## src/rtl/bitband_bridge.sv

```systemverilog
module bitband_bridge #(
  parameter logic [31:0] SRAM_BASE  = 32'h2000_0000,
  parameter logic [31:0] SRAM_ALIAS = 32'h2200_0000,
  parameter logic [31:0] PERI_BASE  = 32'h4000_0000,
  parameter logic [31:0] PERI_ALIAS = 32'h4200_0000,
  parameter logic [31:0] PERI_AREA  = 32'h4000_0000,
  parameter int          ALIAS_LG2  = 25,
  parameter int          AREA_LG2   = 29,
  parameter int          DW         = 32
) (
  input  logic          clk,
  input  logic          rst_n,
  input  logic          host_req,
  input  logic          host_we,
  input  logic          host_fetch,
  input  logic [31:0]   host_addr,
  input  logic [DW-1:0] host_wdata,
  input  logic [DW/8-1:0] host_be,
  output logic          host_ready,
  output logic [DW-1:0] host_rdata,
  output logic          host_err,
  output logic          mem_req,
  output logic          mem_we,
  output logic [31:0]   mem_addr,
  output logic [DW-1:0] mem_wdata,
  output logic [DW/8-1:0] mem_be,
  output logic          mem_lock,
  input  logic          mem_ready,
  input  logic [DW-1:0] mem_rdata
);
  localparam int BW = $clog2(DW);
  localparam logic [31:0] WIN_MASK  = ~((32'd1 << ALIAS_LG2) - 32'd1);
  localparam logic [31:0] AREA_MASK = ~((32'd1 << AREA_LG2) - 32'd1);

  typedef enum logic [1:0] {IDLE, RD, WR, DONE} state_t;
  state_t st;

  logic [31:0]   a_addr;
  logic [BW-1:0] a_bit;
  logic          a_val, a_we, a_rbit;
  logic [DW-1:0] a_word;

  wire hit_s     = (host_addr & WIN_MASK) == SRAM_ALIAS;
  wire hit_p     = (host_addr & WIN_MASK) == PERI_ALIAS;
  wire fetch_bad = host_req & host_fetch & ((host_addr & AREA_MASK) == PERI_AREA);
  wire alias_hit = host_req & ~host_fetch & (hit_s | hit_p);
  wire is_idle   = st == IDLE;
  wire pass      = is_idle & host_req & ~alias_hit & ~fetch_bad;

  wire [31:0]   off     = host_addr - (hit_p ? PERI_ALIAS : SRAM_ALIAS);
  wire [31:0]   bk_addr = (hit_p ? PERI_BASE : SRAM_BASE) + ((off >> 5) & ~32'd3);
  wire [DW-1:0] bit_msk = {{(DW-1){1'b0}}, 1'b1} << a_bit;

  always_ff @(posedge clk) begin
    if (!rst_n) begin
      st     <= IDLE;
      a_addr <= '0;
      a_bit  <= '0;
      a_val  <= 1'b0;
      a_we   <= 1'b0;
      a_rbit <= 1'b0;
      a_word <= '0;
    end else begin
      case (st)
        IDLE: if (alias_hit) begin
          a_addr <= bk_addr;
          a_bit  <= off[BW+1:2];
          a_val  <= host_wdata[0];
          a_we   <= host_we;
          st     <= RD;
        end
        RD: if (mem_ready) begin
          a_rbit <= mem_rdata[a_bit];
          a_word <= a_val ? (mem_rdata | bit_msk) : (mem_rdata & ~bit_msk);
          st     <= a_we ? WR : DONE;
        end
        WR: if (mem_ready) st <= DONE;
        default: st <= IDLE;
      endcase
    end
  end

  assign mem_lock   = (st == RD) | (st == WR);
  assign mem_req    = pass | mem_lock;
  assign mem_we     = (st == WR) | (pass & host_we);
  assign mem_addr   = is_idle ? host_addr : a_addr;
  assign mem_wdata  = (st == WR) ? a_word : host_wdata;
  assign mem_be     = is_idle ? host_be : '1;
  assign host_err   = is_idle & fetch_bad;
  assign host_ready = (pass & mem_ready) | host_err | (st == DONE);
  assign host_rdata = (st == DONE) ? {{(DW-1){1'b0}}, a_rbit & ~a_we}
                    : (pass ? mem_rdata : '0);
endmodule


```

## config.mk

```make
export PLATFORM = sky130hd
export DESIGN_NAME = bitband_bridge
export DESIGN_NICKNAME = d
export VERILOG_FILES = /design/src/rtl/bitband_bridge.sv
export SDC_FILE = /design/constraint.sdc
export NUM_CORES = 1
export LEC_CHECK = 0
export BUFFER_PORTS_ARGS = -buffer_cell sky130_fd_sc_hd__buf_4
export CAP_MARGIN = 20
export CORE_MARGIN = 1
export CORE_UTILIZATION = 53
export CTS_BUF_LIST = sky130_fd_sc_hd__clkbuf_4
export CTS_CLUSTER_SIZE = 16
export DETAILED_ROUTE_END_ITERATION = 10
export HOLD_SLACK_MARGIN = 0.08
export PLACE_DENSITY = 0.91
export SLEW_MARGIN = 30
export SYNTH_ARGS = -nofsm -noshare
export SYNTH_HDL_FRONTEND = slang
export SYNTH_SLANG_ARGS = --single-unit
```

## constraint.sdc

```tcl
create_clock -name clk -period 4.89 [get_ports clk]
set_input_delay 0.7335 -clock clk [delete_from_list [all_inputs] [get_ports clk]]
set_output_delay 0.7335 -clock clk [all_outputs]
set_load 0.03 [all_outputs]
```

Word level (Yosys, flattened, before mapping)
Index checks and enable logic that the tools add are counted.
{ "word_totals": {"mem_count": 0, "reg_bits": 74, "latch_bits": 0, "rom_bits": 0, "mem_bits_rw": 0, "output_inout_bits": 105, "inputBits": 106, "word_cells": 63} }
{ "classes": {"reduce_logical": 4, "n_eq_ne": 9, "n_div": 0, "n_bitwise": 24, "magnitude_cmp": 1, "muxes": 15, "n_addsub": 2, "shifts": 1, "mul": 0} }
{ "op_table": {"columns": ["cell", "n"], "rows": [
  ["$mux 32", 5],
  ["$mux 31", 2],
  ["$add 31x27->32", 1],
  ["$and 32x32->32", 1],
  ["$not 32->32", 1],
  ["$or 32x32->32", 1],
  ["$shl 1x5->32 const A", 1],
  ["$sub 32x31->32", 1],
  ["$and 1x1->1", 11],
  ["$eq 7x5->1 const B", 1],
  ["$eq 7x6->1 const B", 1],
  ["$lt 5x6->1 const B", 1],
  ["$mux 2", 3],
  ["$ne 2x2->1 const B", 3],
  ["$or 1x1->1", 6],
  ["$pmux 2 s3", 1],
  ["$bmux 1 s5", 1],
  ["$eq 2x2->1 const B", 2],
  ["$mux 4", 1],
  ["$not 1->1", 4],
  ["$reduce_and 2->1", 2],
  ["$eq 3x2->1 const B", 1],
  ["$reduce_and 3->1", 1],
  ["$eq 2x1->1 const B", 1],
  ["other kinds (2)", 3]
]} }

Longest topological paths before layout
{ "depth": {"depth_word": 9, "mapped_depth": 8, "ltp_nobuf": 8} }

Least setup slack after synthesis
No wires, ideal clock.
{ "synth_path": {"path_type": "input to output", "from": "in host_addr[26]", "to": "out host_rdata[10]", "n_path_buf": 1, "path_slack_ns": 2.093, "arrival_time_ns": 2.063, "required_time_ns": 4.157, "stages": 7, "path_cell_list": "inv_1 > ha_1 > nor3b_2 > and3_1 > nor3_1 > clkbuf_1 > and2_1"} }
{ "synth_via": {"elab_chain_len": 8, "elab_cells_between_ends": 9, "classes_between": "eq/ne: 2; mux: 2; bitwise: 5"} }
{ "synth_lines": {"columns": ["item", "line", "rtl"], "rows": [
  ["from (decl)", "16", "input logic [31:0] host_addr,"],
  ["$eq 7x5->1 or $eq 7x6->1 (tied branches)", "43, 44", null],
  ["$or 1x1->1 (*)", "46", "wire alias_hit = host_req & ~host_fetch & (hit_s | hit_p);"],
  ["$and 1x1->1 (*)", "46", null],
  ["$not 1->1 (*)", "48", "wire pass = is_idle & host_req & ~alias_hit & ~fetch_bad;"],
  ["$and 1x1->1 (*) (2 in a row)", "48", null],
  ["$mux 32 (*)", "92", ": (pass ? mem_rdata : '0);"],
  ["$mux 32 (*)", "91", "assign host_rdata = (st == DONE) ? {{(DW-1){1'b0}}, a_rbit & ~a_we}"],
  ["to (decl)", "20", "output logic [DW-1:0] host_rdata,"]
]} }
Every way passes the cells marked *; elsewhere a longest branch is shown, timed or not.

Final worst setup path
{ "layout_path": {"from": "reg st[1]", "to": "out host_rdata[2]"} }
{ "layout_via": {"elab_chain_len": 6, "elab_cells_between_ends": 7, "classes_between": "eq/ne: 1; mux: 2; bitwise: 3; reduce/logical: 1"} }
{ "layout_lines": {"columns": ["item", "line", "rtl"], "rows": [
  ["from (decl)", "36", "state_t st;"],
  ["from (signal assigned)", "75", "st <= a_we ? WR : DONE;"],
  ["$logic_not 2->1", "47", "wire is_idle = st == IDLE;"],
  ["$and 1x1->1 (3 in a row)", "48", null],
  ["$mux 32", "92", null],
  ["$mux 32 (*)", "91", null]
]} }
Marks and branches as above.

==> impl_metrics.tcl <==
set metrics [dict create \
    synth_seq_area_share_pct 30.25 \
    syn_avg_cell_area_um2 8.243 \
    drive_gt1_share_pct 42.99 \
    critical_path_class "flip-flop to primary output" \
    cts_sinks 69 \
    drt-initial-drc-count 204 \
    slowest_stage "buf_4" \
    synth_edf_count 0 \
    globalplace.congestion 0.8312 \
    min_period_ps 3188 \
    layoutNonFillerInstCount 840 \
    syn2layout_area_growth_pct 37.10 \
    slowest_delay_ps 430 \
    yosys.area.top_type "dfxtp_1" \
    synth_area_leaders "dfxtp_1 (30%), mux2_2 (15%), nand2_1 (7.8%)" \
    holdBufCountCts 0 \
    core_um2 8258 \
    grt_max_degree 69 \
    grt_use_total_pct 29.15 \
    drt_wl_total_mm 13.54 \
    power_uw 1751 \
    synth_ff_type "dfxtp_1" \
    slew_headroom_pct 38.76 \
    ctsLongestPathBuffers 2 \
    clkTransAtPathRegs_ps 110 \
    period_share_pct 65.18 \
    ys.warnings.count 0 \
    post-route-util_pct 75.82 \
    netlist_area_um2 4567 \
    yosysTopAreaCellShare_pct 30.25 \
    cp_data_arrival_time_ps 2450 \
    synth_nets 668 \
    n_antenna_cell 0 \
    p_leak_uw 0.002635 \
    io_pins 211 \
    htree_levels 3 \
    drt_pass1_iterations 5 \
    syn-instance-count 554 \
    maxCapViolations 0 \
    yosysMostFrequentCell "nand2_1" \
    clock_latency_ps 400 \
    timing.fmax_mhz 313.7 \
    rsz0062_at_grt "no" \
    die_y_um 94.83 \
    crit_path_start_kind "flip-flop" \
    cts_buffers 9 \
    drc_errors 0 \
    slew_viol_final 0 \
    setup_viol_count_final 0 \
    grt_pass1_vias 4381 \
    wl_per_cell_um 16.12 \
    dp_cells 824 \
    yosys-top-cells-count "nand2_1 (95), dfxtp_1 (69), mux2_2 (59)" \
    critPathMaxFanout 41 \
    detailroute.via_count 4779 \
    start_util_pct 55.30 \
    skew_ps 10.87 \
    min_path_type "flip-flop to flip-flop" \
    cts_tree "built" \
    ys_seq_elements 69 \
    die_w_um 94.83 \
    antenna_found_initial 0 \
    rows 33 \
    cts_resized 0 \
    nNetsFinal 844 \
    tns_ps 0 \
    powerDensity_nw_per_um2 279.7 \
    final_hold_viol_count 0 \
    crit_chain "inv_1 -> ha_1 -> buf_4 -> nand3_1 -> nor3_2 -> buf_4 -> and2_1 -> buf_4" \
    postCtsSetupBuffers 0 \
    cp_common_cell "buf_4" \
    async_reset_ff_share_pct 0 \
    holdWs_ps 459.0 \
    outcome "complete, no violations" \
    crit_path_end_kind "primary output" \
    crit_required_ps 4160 \
    grt-ovfl-total 0 \
    io_buffer_count 210 \
    grt_pass1_wl_mm 20.52 \
    place_hpwl_mm 9.906 \
    irDropWorstVdd_v 0.0001676 \
    ant_nets 0 \
    vias_per_cell 5.689 \
    die_area_um2 8992 \
    tightest_slew_ps 917.3 \
    ys_types 51 \
    cts_root_buf "clkbuf_4" \
]
-- per-stage QoR --
| stage | instance area (um2) | worst slack [ps] |
|---|---|---|
| finish | 6261 | 1703 |
| global route | 6261 | 1504 |
| CTS | 6260 | 1700 |
| detailed placement | 6102 | 1898 |
| global placement | 6097 | 1987 |
| floorplan | 4567 | 2093 |
-- logic make-up after synthesis --
| kind of cell | count (synthesis) | synth area share (%) |
|---|---|---|
| xor+xnor | 3 | 0.5754 |
| flops | 69 | 30.25 |
| compound gates | 95 | 13.97 |
| fa+ha+maj | 8 | 2.192 |
| simple gates | 242 | 26.69 |
| mux | 80 | 21.07 |
| buf+inv | 57 | 5.260 |
-- sequential cells by signal, summed over array words and instances, names as in the netlist --
| signal | count |
|---|---|
| a_addr | 27 |
| a_bit | 5 |
| a_rbit | 1 |
| a_val | 1 |
| a_we | 1 |
| a_word | 32 |
| st | 2 |
-- power breakdown --
group,internal (uW),switching [uW],leakage (uW)
registers,595,19.5,0.000557
clock network,205,214,0.0000833
logic,307,411,0.00199
total,1110,644,0.00263
-- worst max-delay path: cells and delay by family, from the launching register on --
kind                     cells  cell delay, ps
AND/OR/NAND/NOR              3             550
adder cells (fa/ha/maj)      1             180
flip-flops                   1             360
buffers and inverters        4             960
-- worst paths after layout --
| path | from | to | slack, ps | cells past startpoint |
|---|---|---|---|---|
| max reg2reg | st[1]$_SDFFE_PN0P_ | a_addr[26]$_SDFFE_PN0P_ | 2300 | 6 |
| min | a_addr[5]$_SDFFE_PN0P_ | a_addr[5]$_SDFFE_PN0P_ | 460 | 2 |
| max | st[1]$_SDFFE_PN0P_ | host_rdata[2] | 1700 | 8 |
| min reg2reg | a_addr[5]$_SDFFE_PN0P_ | a_addr[5]$_SDFFE_PN0P_ | 460 | 2 |
-- cell type report --
class                   count  area, um2
repair buffers            213       1599
well taps                 105      131.4
flip-flops and latches     69       1383
multi-input cells         428       2954
inverters                   9      36.28
clock buffers               9      67.56
clock inverters             7      90.09
fillers                   590       1997
-- layout by cell type, fill, tap and decap left out, types with 3 or more instances in the layout --
cell type,count
ha_1,8
a311oi_1,25
mux4_2,7
nor2_1,53
dfxtp_1,68
mux2_2,59
o21ai_1,10
a21oi_1,31
nor3b_2,5
clkbuf_4,9
nand2b_1,6
nand3_1,19
nor2b_1,3
nand2_1,95
nor3_1,4
mux2i_1,14
buf_4,213
and2_1,35
o21ai_0,6
inv_1,8
a211oi_1,12
-- per-layer routing --
| layer | up-vias | global-route usage, % | wire length, um |
|---|---|---|---|
| li1 | 2301 | - | - |
| met3 | 36 | 5.314 | 1269 |
| met5 | - | 0 | 0 |
| met4 | 0 | 11.99 | 329 |
| met1 | 2163 | 34.71 | 5292 |
| met2 | 279 | 51.26 | 6647 |
(Power assumes the default switching activity.)
